`config.mk`:
```
export PLATFORM = sky130hd
export DESIGN_NAME = cs_channel
export DESIGN_NICKNAME = d
export VERILOG_FILES = /design/src/rtl/cs_pkg.sv /design/src/rtl/cs_cfg_regs.sv /design/src/rtl/cs_addr_match.sv /design/src/rtl/cs_wait_timer.sv /design/src/rtl/cs_channel.sv
export SDC_FILE = /design/constraint.sdc
export NUM_CORES = 1
export LEC_CHECK = 0
export BUFFER_PORTS_ARGS = -buffer_cell sky130_fd_sc_hd__clkbuf_2
export CAP_MARGIN = 0
export CORE_UTILIZATION = 40
export DETAILED_ROUTE_END_ITERATION = 16
export PLACE_DENSITY_LB_ADDON = 0.25
export SLEW_MARGIN = 20
export SYNTH_ARGS = -nofsm -noshare
export SYNTH_HDL_FRONTEND = slang
export SYNTH_SLANG_ARGS = --single-unit
export TNS_END_PERCENT = 1
```
`constraint.sdc`:
```
create_clock -name clk -period 5.5 [get_ports clk]
set_input_delay 1.1 -clock clk [delete_from_list [all_inputs] [get_ports clk]]
set_output_delay 1.1 -clock clk [all_outputs]
set_load 0.01 [all_outputs]
```
`src/rtl/cs_pkg.sv`:
```
package cs_pkg;

    localparam int TERM_W   = 4;
    localparam int LEVEL_W  = 3;
    localparam int OPT_W    = 2 + LEVEL_W + 1 + TERM_W;

    localparam logic [TERM_W-1:0] TERM_FAST = 4'hE;
    localparam logic [TERM_W-1:0] TERM_EXT  = 4'hF;

    // Space accepted by the channel (option field)
    typedef enum logic [1:0] {
        SEL_CPU   = 2'd0,
        SEL_USER  = 2'd1,
        SEL_SUPER = 2'd2,
        SEL_BOTH  = 2'd3
    } space_sel_e;

    // Space carried by the current bus cycle
    typedef enum logic [1:0] {
        CY_CPU   = 2'd0,
        CY_USER  = 2'd1,
        CY_SUPER = 2'd2,
        CY_RSVD  = 2'd3
    } cyc_space_e;

    typedef enum logic [1:0] {
        HIT_NONE = 2'd0,
        HIT_SEL  = 2'd1,
        HIT_AVEC = 2'd2
    } hit_e;

    typedef struct packed {
        space_sel_e          space;
        logic [LEVEL_W-1:0]  level;
        logic                avec;
        logic [TERM_W-1:0]   term;
    } opt_t;

    function automatic opt_t unpack_opt(input logic [OPT_W-1:0] raw);
        opt_t o;
        o.space = space_sel_e'(raw[9:8]);
        o.level = raw[7:5];
        o.avec  = raw[4];
        o.term  = raw[3:0];
        return o;
    endfunction

    // Counter value loaded at cycle start: clocks until the acknowledge clock
    function automatic logic [TERM_W-1:0] term_load(input logic [TERM_W-1:0] code);
        if (code == TERM_FAST || code == TERM_EXT)
            return '0;
        return code + 1'b1;
    endfunction

endpackage

```
`src/rtl/cs_cfg_regs.sv`:
```
module cs_cfg_regs
    import cs_pkg::*;
#(
    parameter int ADDR_W       = 24,
    parameter int BLK_MIN_LOG2 = 11,
    parameter int BS_W         = 3,
    parameter int CFG_W        = 32
) (
    input  logic                         clk,
    input  logic                         rst,
    input  logic                         we_i,
    input  logic                         sel_i,
    input  logic [CFG_W-1:0]             wdata_i,
    output logic [ADDR_W-1:BLK_MIN_LOG2] base_o,
    output logic [BS_W-1:0]              bsize_o,
    output opt_t                         opt_o
);

    logic [ADDR_W-1:BLK_MIN_LOG2] base_q;
    logic [BS_W-1:0]              bsize_q;
    logic [OPT_W-1:0]             opt_q;

    always_ff @(posedge clk) begin
        if (rst) begin
            base_q  <= '0;
            bsize_q <= '0;
            opt_q   <= '0;
        end else if (we_i) begin
            if (sel_i) begin
                opt_q <= wdata_i[OPT_W-1:0];
            end else begin
                base_q  <= wdata_i[ADDR_W-1:BLK_MIN_LOG2];
                bsize_q <= wdata_i[BS_W-1:0];
            end
        end
    end

    logic unused_cfg_bits;
    assign unused_cfg_bits = ^{wdata_i[CFG_W-1:ADDR_W], wdata_i[BLK_MIN_LOG2-1:BS_W]};

    assign base_o  = base_q;
    assign bsize_o = bsize_q;
    assign opt_o   = unpack_opt(opt_q);

endmodule

```
`src/rtl/cs_addr_match.sv`:
```
module cs_addr_match
    import cs_pkg::*;
#(
    parameter int ADDR_W       = 24,
    parameter int BLK_MIN_LOG2 = 11,
    parameter int BS_W         = 3
) (
    input  logic [ADDR_W-1:0]            addr_i,
    input  cyc_space_e                   cyc_space_i,
    input  logic [ADDR_W-1:BLK_MIN_LOG2] base_i,
    input  logic [BS_W-1:0]              bsize_i,
    input  opt_t                         opt_i,
    output hit_e                         hit_o
);

    localparam int CMP_N = ADDR_W - BLK_MIN_LOG2;
    localparam int OFF_W = $clog2(ADDR_W) + 1;

    logic [CMP_N-1:0] bit_miss;

    // A bit takes part in the compare only above the programmed block size
    for (genvar i = 0; i < CMP_N; i++) begin : g_cmp
        assign bit_miss[i] = (addr_i[BLK_MIN_LOG2 + i] != base_i[BLK_MIN_LOG2 + i])
                          && (OFF_W'(i) >= OFF_W'(bsize_i));
    end

    logic addr_ok;
    logic space_ok;
    logic level_hit;

    assign addr_ok   = ~|bit_miss;
    assign level_hit = (opt_i.level != '0) && (addr_i[LEVEL_W:1] == opt_i.level)
                    && (cyc_space_i == CY_CPU);

    always_comb begin
        unique case (opt_i.space)
            SEL_USER:  space_ok = (cyc_space_i == CY_USER);
            SEL_SUPER: space_ok = (cyc_space_i == CY_SUPER);
            SEL_BOTH:  space_ok = (cyc_space_i == CY_USER) || (cyc_space_i == CY_SUPER);
            default:   space_ok = 1'b0;
        endcase
    end

    always_comb begin
        hit_o = HIT_NONE;
        if (opt_i.space == SEL_CPU) begin
            if (level_hit)
                hit_o = HIT_SEL;
        end else if (space_ok && addr_ok) begin
            hit_o = HIT_SEL;
        end else if (opt_i.avec && level_hit) begin
            hit_o = HIT_AVEC;
        end
    end

endmodule

```
`src/rtl/cs_wait_timer.sv`:
```
module cs_wait_timer
    import cs_pkg::*;
(
    input  logic              clk,
    input  logic              rst,
    input  logic              start_i,
    input  hit_e              hit_i,
    input  logic [TERM_W-1:0] term_i,
    input  logic              ext_ack_i,
    output logic              cs_n_o,
    output logic              term_ack_o,
    output logic              avec_o
);

    logic              active_q;
    logic              avec_kind_q;
    logic              ext_q;
    logic [TERM_W-1:0] cnt_q;

    logic expire;
    logic done;

    assign expire = active_q && !ext_q && (cnt_q == '0);
    assign done   = ext_q ? ext_ack_i : (cnt_q == '0);

    always_ff @(posedge clk) begin
        if (rst) begin
            active_q    <= 1'b0;
            avec_kind_q <= 1'b0;
            ext_q       <= 1'b0;
            cnt_q       <= '0;
        end else if (!active_q) begin
            if (start_i && hit_i != HIT_NONE) begin
                active_q    <= 1'b1;
                avec_kind_q <= (hit_i == HIT_AVEC);
                ext_q       <= (term_i == TERM_EXT);
                cnt_q       <= term_load(term_i);
            end
        end else if (done) begin
            active_q <= 1'b0;
            cnt_q    <= '0;
        end else if (cnt_q != '0) begin
            cnt_q <= cnt_q - 1'b1;
        end
    end

    assign cs_n_o     = !(active_q && !avec_kind_q);
    assign term_ack_o = expire && !avec_kind_q;
    assign avec_o     = expire && avec_kind_q;

endmodule

```
`src/rtl/cs_channel.sv`:
```
module cs_channel
    import cs_pkg::*;
#(
    parameter int ADDR_W       = 24,
    parameter int BLK_MIN_LOG2 = 11,
    parameter int BS_W         = 3,
    parameter int CFG_W        = 32
) (
    input  logic              clk,
    input  logic              rst,
    input  logic [ADDR_W-1:0] addr_i,
    input  logic [1:0]        cyc_space_i,
    input  logic              cyc_start_i,
    input  logic              ext_ack_i,
    input  logic              cfg_we_i,
    input  logic              cfg_sel_i,
    input  logic [CFG_W-1:0]  cfg_wdata_i,
    output logic              cs_n_o,
    output logic              term_ack_o,
    output logic              avec_o
);

    logic [ADDR_W-1:BLK_MIN_LOG2] base;
    logic [BS_W-1:0]              bsize;
    opt_t                         opt;
    hit_e                         hit;

    cs_cfg_regs #(
        .ADDR_W(ADDR_W), .BLK_MIN_LOG2(BLK_MIN_LOG2), .BS_W(BS_W), .CFG_W(CFG_W)
    ) u_regs (
        .clk(clk), .rst(rst),
        .we_i(cfg_we_i), .sel_i(cfg_sel_i), .wdata_i(cfg_wdata_i),
        .base_o(base), .bsize_o(bsize), .opt_o(opt)
    );

    cs_addr_match #(
        .ADDR_W(ADDR_W), .BLK_MIN_LOG2(BLK_MIN_LOG2), .BS_W(BS_W)
    ) u_match (
        .addr_i(addr_i), .cyc_space_i(cyc_space_e'(cyc_space_i)),
        .base_i(base), .bsize_i(bsize), .opt_i(opt), .hit_o(hit)
    );

    cs_wait_timer u_timer (
        .clk(clk), .rst(rst),
        .start_i(cyc_start_i), .hit_i(hit), .term_i(opt.term),
        .ext_ack_i(ext_ack_i),
        .cs_n_o(cs_n_o), .term_ack_o(term_ack_o), .avec_o(avec_o)
    );

endmodule

```
# After elaboration in Yosys (flattened, before gate mapping)
# Index checks and enable logic that the tools add are counted.
# Widths: inputs -> output; s select.
[totals] reg_bits=33 input_bits=64 word_cells=95
[op_classes] addsub=2 magnitude_cmp=7 eq_ne=23 muxes=19 bitwise_logic=2 reduce_logical=35
[ops] cell="$mux 4" count=6
[ops] cell="$logic_and 1x1->1" count=17
[ops] cell="$ne 1x1->1" count=13
[ops] cell="$reduce_or 13->1" count=1
[ops] cell="$ge 3x3->1 const A" count=3
[ops] cell="$mux 1" count=9
[ops] cell="$eq 2x2->1 const B" count=4
[ops] cell="$eq 4x4->1 const B" count=2
[ops] cell="$reduce_and 2->1" count=4
[ops] cell="$ge 1x3->1 const A" count=2
[ops] cell="$ge 2x3->1 const A" count=2
[ops] cell="$mux 2" count=3
[ops] cell="$add 4x1->4 const B" count=1
[ops] cell="$eq 2x1->1 const B" count=2
[ops] cell="$logic_not 1->1" count=4
[ops] cell="$logic_not 2->1" count=2
[ops] cell="$logic_not 4->1" count=1
[ops] cell="$reduce_bool 2->1" count=2
[ops] cell="$reduce_bool 4->1" count=1
[ops] cell="$sub 4x1->4 const B" count=1
[ops] cell="$eq 3x3->1" count=1
[ops] cell="$ne 3x3->1 const B" count=1
[ops] cell="$pmux 1 s3" count=1
[ops] cell="$reduce_bool 3->1" count=1
[ops] cell="other kinds (2)" count=4

# Logic depth before layout (Yosys ltp)
[logic_depth] depth_word=15 mapped_depth=8

# Hierarchy
# Synthesis repeated with hierarchy kept, for this count alone.
[unflattened] cells_unflattened=215 hier_area_um2=2040.7
[modules_own_cells] module="cs_cfg_regs" n_inst=1 cells_each=115 area_per_inst_um2=1188.6 seq_area_each_um2=520.5
[modules_own_cells] module="cs_wait_timer" n_inst=1 cells_each=56 area_per_inst_um2=525.5 seq_area_each_um2=140.1
[modules_own_cells] module="cs_addr_match" n_inst=1 cells_each=44 area_per_inst_um2=326.6 seq_area_each_um2=0.0

# Worst setup path after synthesis
# No wires, ideal clock.
[synth_timing] path_type="input-to-reg" from="in cyc_space_i[0]" to="reg u_timer.cnt_q[3]" arrival_time_ps=2349 setup_slack_ps=3064 cell_stages=8 n_path_buf=0 cell_sequence="inv_1 ha_1 mux2i_1 a22oi_1 nand4b_1 nor4_4 or4b_1 o31ai_1"
[synth_via] elab_chain_len=10 elab_cells_between_ends=16 classes_between="2 x eq/ne; 5 x mux; 9 x reduce/logical"
[synth_rtl] element="start, declared" line="cs_channel.sv:12" rtl="input logic [1:0] cyc_space_i,"
[synth_rtl] element="$eq 2x1->1, or another cell as far along" line="cs_addr_match.sv:37, cs_addr_match.sv:39"
[synth_rtl] element="$logic_or 1x1->1 or $logic_and 1x1->1 (tied branches)" line="cs_addr_match.sv:39, cs_addr_match.sv:33"
[synth_rtl] element="$pmux 1 s3 or $logic_and 1x1->1 (tied branches)" line="cs_addr_match.sv:36, cs_addr_match.sv:51"
[synth_rtl] element="$logic_and 1x1->1 or $mux 2 (tied branches)" line="cs_addr_match.sv:49, cs_addr_match.sv:51"
[synth_rtl] element="$mux 2" line="cs_addr_match.sv:49" rtl="end else if (space_ok && addr_ok) begin"
[synth_rtl] element="$mux 2 *" line="cs_addr_match.sv:46" rtl="if (opt_i.space == SEL_CPU) begin"
[synth_rtl] element="$reduce_bool 2->1 *" line="cs_wait_timer.sv:33" rtl="if (start_i && hit_i != HIT_NONE) begin"
[synth_rtl] element="$logic_and 1x1->1 *" line="cs_wait_timer.sv:33"
[synth_rtl] element="$reduce_bool 2->1 (no line) *"
[synth_rtl] element="$reduce_and 2->1 (no line) *"
[synth_rtl] element="end signal, assigned" line="cs_wait_timer.sv:37" rtl="cnt_q <= term_load(term_i);"
[synth_rtl] element="end signal, assigned" line="cs_wait_timer.sv:43" rtl="cnt_q <= cnt_q - 1'b1;"
[synth_rtl] element="end, declared" line="cs_wait_timer.sv:18" rtl="logic [TERM_W-1:0] cnt_q;"
# Mark *: on every way between the ends. The rest lies on a longest branch, timed or not.
# A chain may end at the register's enable or synchronous reset.

# Worst setup path after layout
[layout_timing] from="reg u_timer.cnt_q[0]" to="out term_ack_o"
[layout_via] elab_chain_len=3
[layout_rtl] element="$logic_not 4->1" line="cs_wait_timer.sv:23" rtl="assign expire = active_q && !ext_q && (cnt_q == '0);"
[layout_rtl] element="$logic_and 1x1->1" line="cs_wait_timer.sv:23"
[layout_rtl] element="$logic_and 1x1->1" line="cs_wait_timer.sv:48" rtl="assign term_ack_o = expire && !avec_kind_q;"
[layout_rtl] element="end, declared" line="cs_channel.sv:19" rtl="output logic term_ack_o,"
# Every way passes these cells.

==> impl_metrics.ini <==
[cells_and_area]
final_area_um2 = 2140
nets = 335
antenna-diode-count = 0
post-route-util = 0.523
drive_gt1_frac = 0.237
synthToLayoutAreaGrowth_pct = 22.5

[yosys]
synthArstFlopShare = 0
syn_nets = 288
yosysUniqueCellTypes = 41
yosysSeqAreaShare = 0.379
synth-edff-count = 0
netlist_instances = 218
synth_area_leaders = dfxtp_1, nand2_1, a21oi_1
avgSynthCellArea_um2 = 8.00
yosys_warnings = 0
synth_ff_type = dfxtp_1
syn_area_um2 = 1740
synth_top_area_frac = 0.379
ys_seq_elements = 33
yosysTopAreaCell = dfxtp_1

[routing]
initialDrtViolationCount = 66
drtAntennaViolNets = 0
totalWireLength_um = 3780
dr.pass1.iters = 5
wl_per_cell_um = 12.0
viasPerCell = 5.05
drc_errors = 0
vias = 1597

[floorplan]
die_h_um = 68.0
ios = 67
core_area_um2 = 4090
rows = 23
die_w_um = 68.0
start_util = 0.427
dieArea_um2 = 4630

[clocking]
cts_tree = built
clkSlewWorstSetupHoldPaths_ns = 0.07
clkLatencyLatePin_ns = 0.28
postCtsResizedCells = 0
cts_hold_buf = 0
postCtsSetupBuffers = 0
clock_path_buffers = 2
htreeDepth = 2
cts-root-buf = clkbuf_8
numCtsBuffers = 5
cts.sinks = 33

[setup_path]
cp_common_cell = inv_1
required_ns = 4.40
crit_path_top_delay_cell = or3_4
cp-start-kind = flip-flop
crit_start = u_timer.cnt_q[0]
crit_chain = inv_1 > ha_1 > inv_1 > or3_4 > nor4_1 > clkbuf_2
max_stage_delay_ns = 0.36
critPathKind = flip-flop to output pin
timing.rr.start = u_timer.cnt_q[0]
cp-end-kind = output pin
arrival_ns = 1.60
cp_max_fo = 4
path_buf_inv = 3
crit_family = simple AND/OR/NAND/NOR gates

[place]
dpl-instance-area_um2 = 2020
dpl.hpwl_um = 2800
io_buffer_count = 49
gp_congestion = 0.790

[global_route]
grt_max_degree = 38
grt_pass1_wl_um = 6060
first_global_vias = 1443
grt_overflow = 0
antenna_found_initial = 0
grtUsageTotal = 0.179

[power]
power_leakage_nw = 0.870
p_per_area_nw_per_um2 = 264
ir_worst_vdd_v = 0.000161

[timing]
worstMarginPinSlew_ns = 0.747
fin_tns_setup_ns = 0
drv_slew = 0
fin_worst_skew_ns = 0.00550
rsz0062_at_grt = false
fmax_mhz = 370
hold_viol = 0
setup_viol = 0
period_share = 0.491
fin_crit_ns = 2.70
relSlewSlack = 0.502

[run_status]
status = finished clean

[hold_path]
hold_class = flip-flop to flip-flop
hp-start = u_regs.base_o[16]

[job]
maxCapViolations = 0
-- worst register-to-register path, cell delays in order, from the launching register on --
cell and delay [ns]:
dfxtp_1 0.33, inv_1 0.06, ha_1 0.15, inv_1 0.05, or3_4 0.36, nor3b_2 0.18
o32ai_2 0.16, or4b_1 0.52, o31ai_1 0.08
-- flip-flops by register name, indices dropped and copies added, names as in the netlist --
name,flops
u_timer.active_q,1
u_regs.opt_o,10
u_regs.base_o,13
u_regs.bsize_o,3
u_timer.ext_q,1
u_timer.avec_kind_q,1
u_timer.cnt_q,4
-- Yosys cell counts (all sizes together) (4+ instances only) --
master	number
a21oi	30
clkbuf	6
dfxtp	33
ha	6
inv	9
nand2	60
nor2	4
nor3	4
nor4	4
o22a	4
xnor2	10
xor2	8
-- metrics by stage --
stage / hold slack, ns / cells / power [mW] / setup WS [ns]
2_1_floorplan: 0.445 / 218 / 0.307 / 3.06
6_report: 0.468 / 316 / 0.564 / 2.80
3_3_place_gp: 0.455 / 308 / 0.334 / 2.69
5_1_grt: 0.486 / 316 / 0.595 / 2.63
4_1_cts: 0.470 / 316 / 0.570 / 2.78
3_5_place_dp: 0.460 / 308 / 0.335 / 2.71
-- metal layers --
metal,vias to the layer above,track usage,share of wire
met5,-,0,0
met3,11,0.0550,0.046
met4,0,0.104,0.032
met2,35,0.281,0.45
li1,840,-,-
met1,711,0.213,0.47
-- report_power, final --
part | leakage [nW] | internal (mW) | switching, mW | total, mW
combinational | 0.542 | 0.0349 | 0.0378 | 0.0727
sequential | 0.269 | 0.249 | 0.00833 | 0.257
clock | 0.0585 | 0.148 | 0.0862 | 0.234
-- cell usage in the layout, fill, tap and decap left out, drive strengths merged, types with 2 or more instances in the layout --
cell and instances:
nor3 4, xor2 8, or3 2, nand2 60, o32ai 2, nand2b 2
nor3b 3, o22a 4, inv 9, o31ai 2, clkbuf 56, o21ai 3
nor2 4, nor4 4, nand4b 2, mux2i 2, o211ai 3, dfxtp 33
xnor2 10, nand3 3, a21oi 30, ha 6
-- layout make-up --
type / count / area, µm²
Multi-Input combinational cell: 167 / 1020
Timing Repair Buffer: 49 / 245
Sequential cell: 33 / 661
Fill cell: 434 / 1950
Inverter: 9 / 33.8
Tap cell: 50 / 62.6
Clock buffer: 7 / 86.3
Clock inverter: 1 / 30.0
-- cells by family after synthesis --
| group | share of synthesized area |
|---|---|
| simple gates | 0.250 |
| compound gates | 0.188 |
| flops | 0.379 |
| xor+xnor | 0.0904 |
| buf+inv | 0.0387 |
| fa+ha+maj | 0.0430 |
| mux | 0.0115 |
-- final timing paths --
check | to | slack (ns) | cells past startpoint
hold / removal | u_regs.base_o[16] | 0.47 | 2
hold reg to reg | u_regs.base_o[16] | 0.47 | 2
setup reg to reg | u_timer.cnt_q[3] | 3.50 | 8
setup / recovery | term_ack_o | 2.80 | 6
Note: power is estimated with default switching activity, not from simulation.
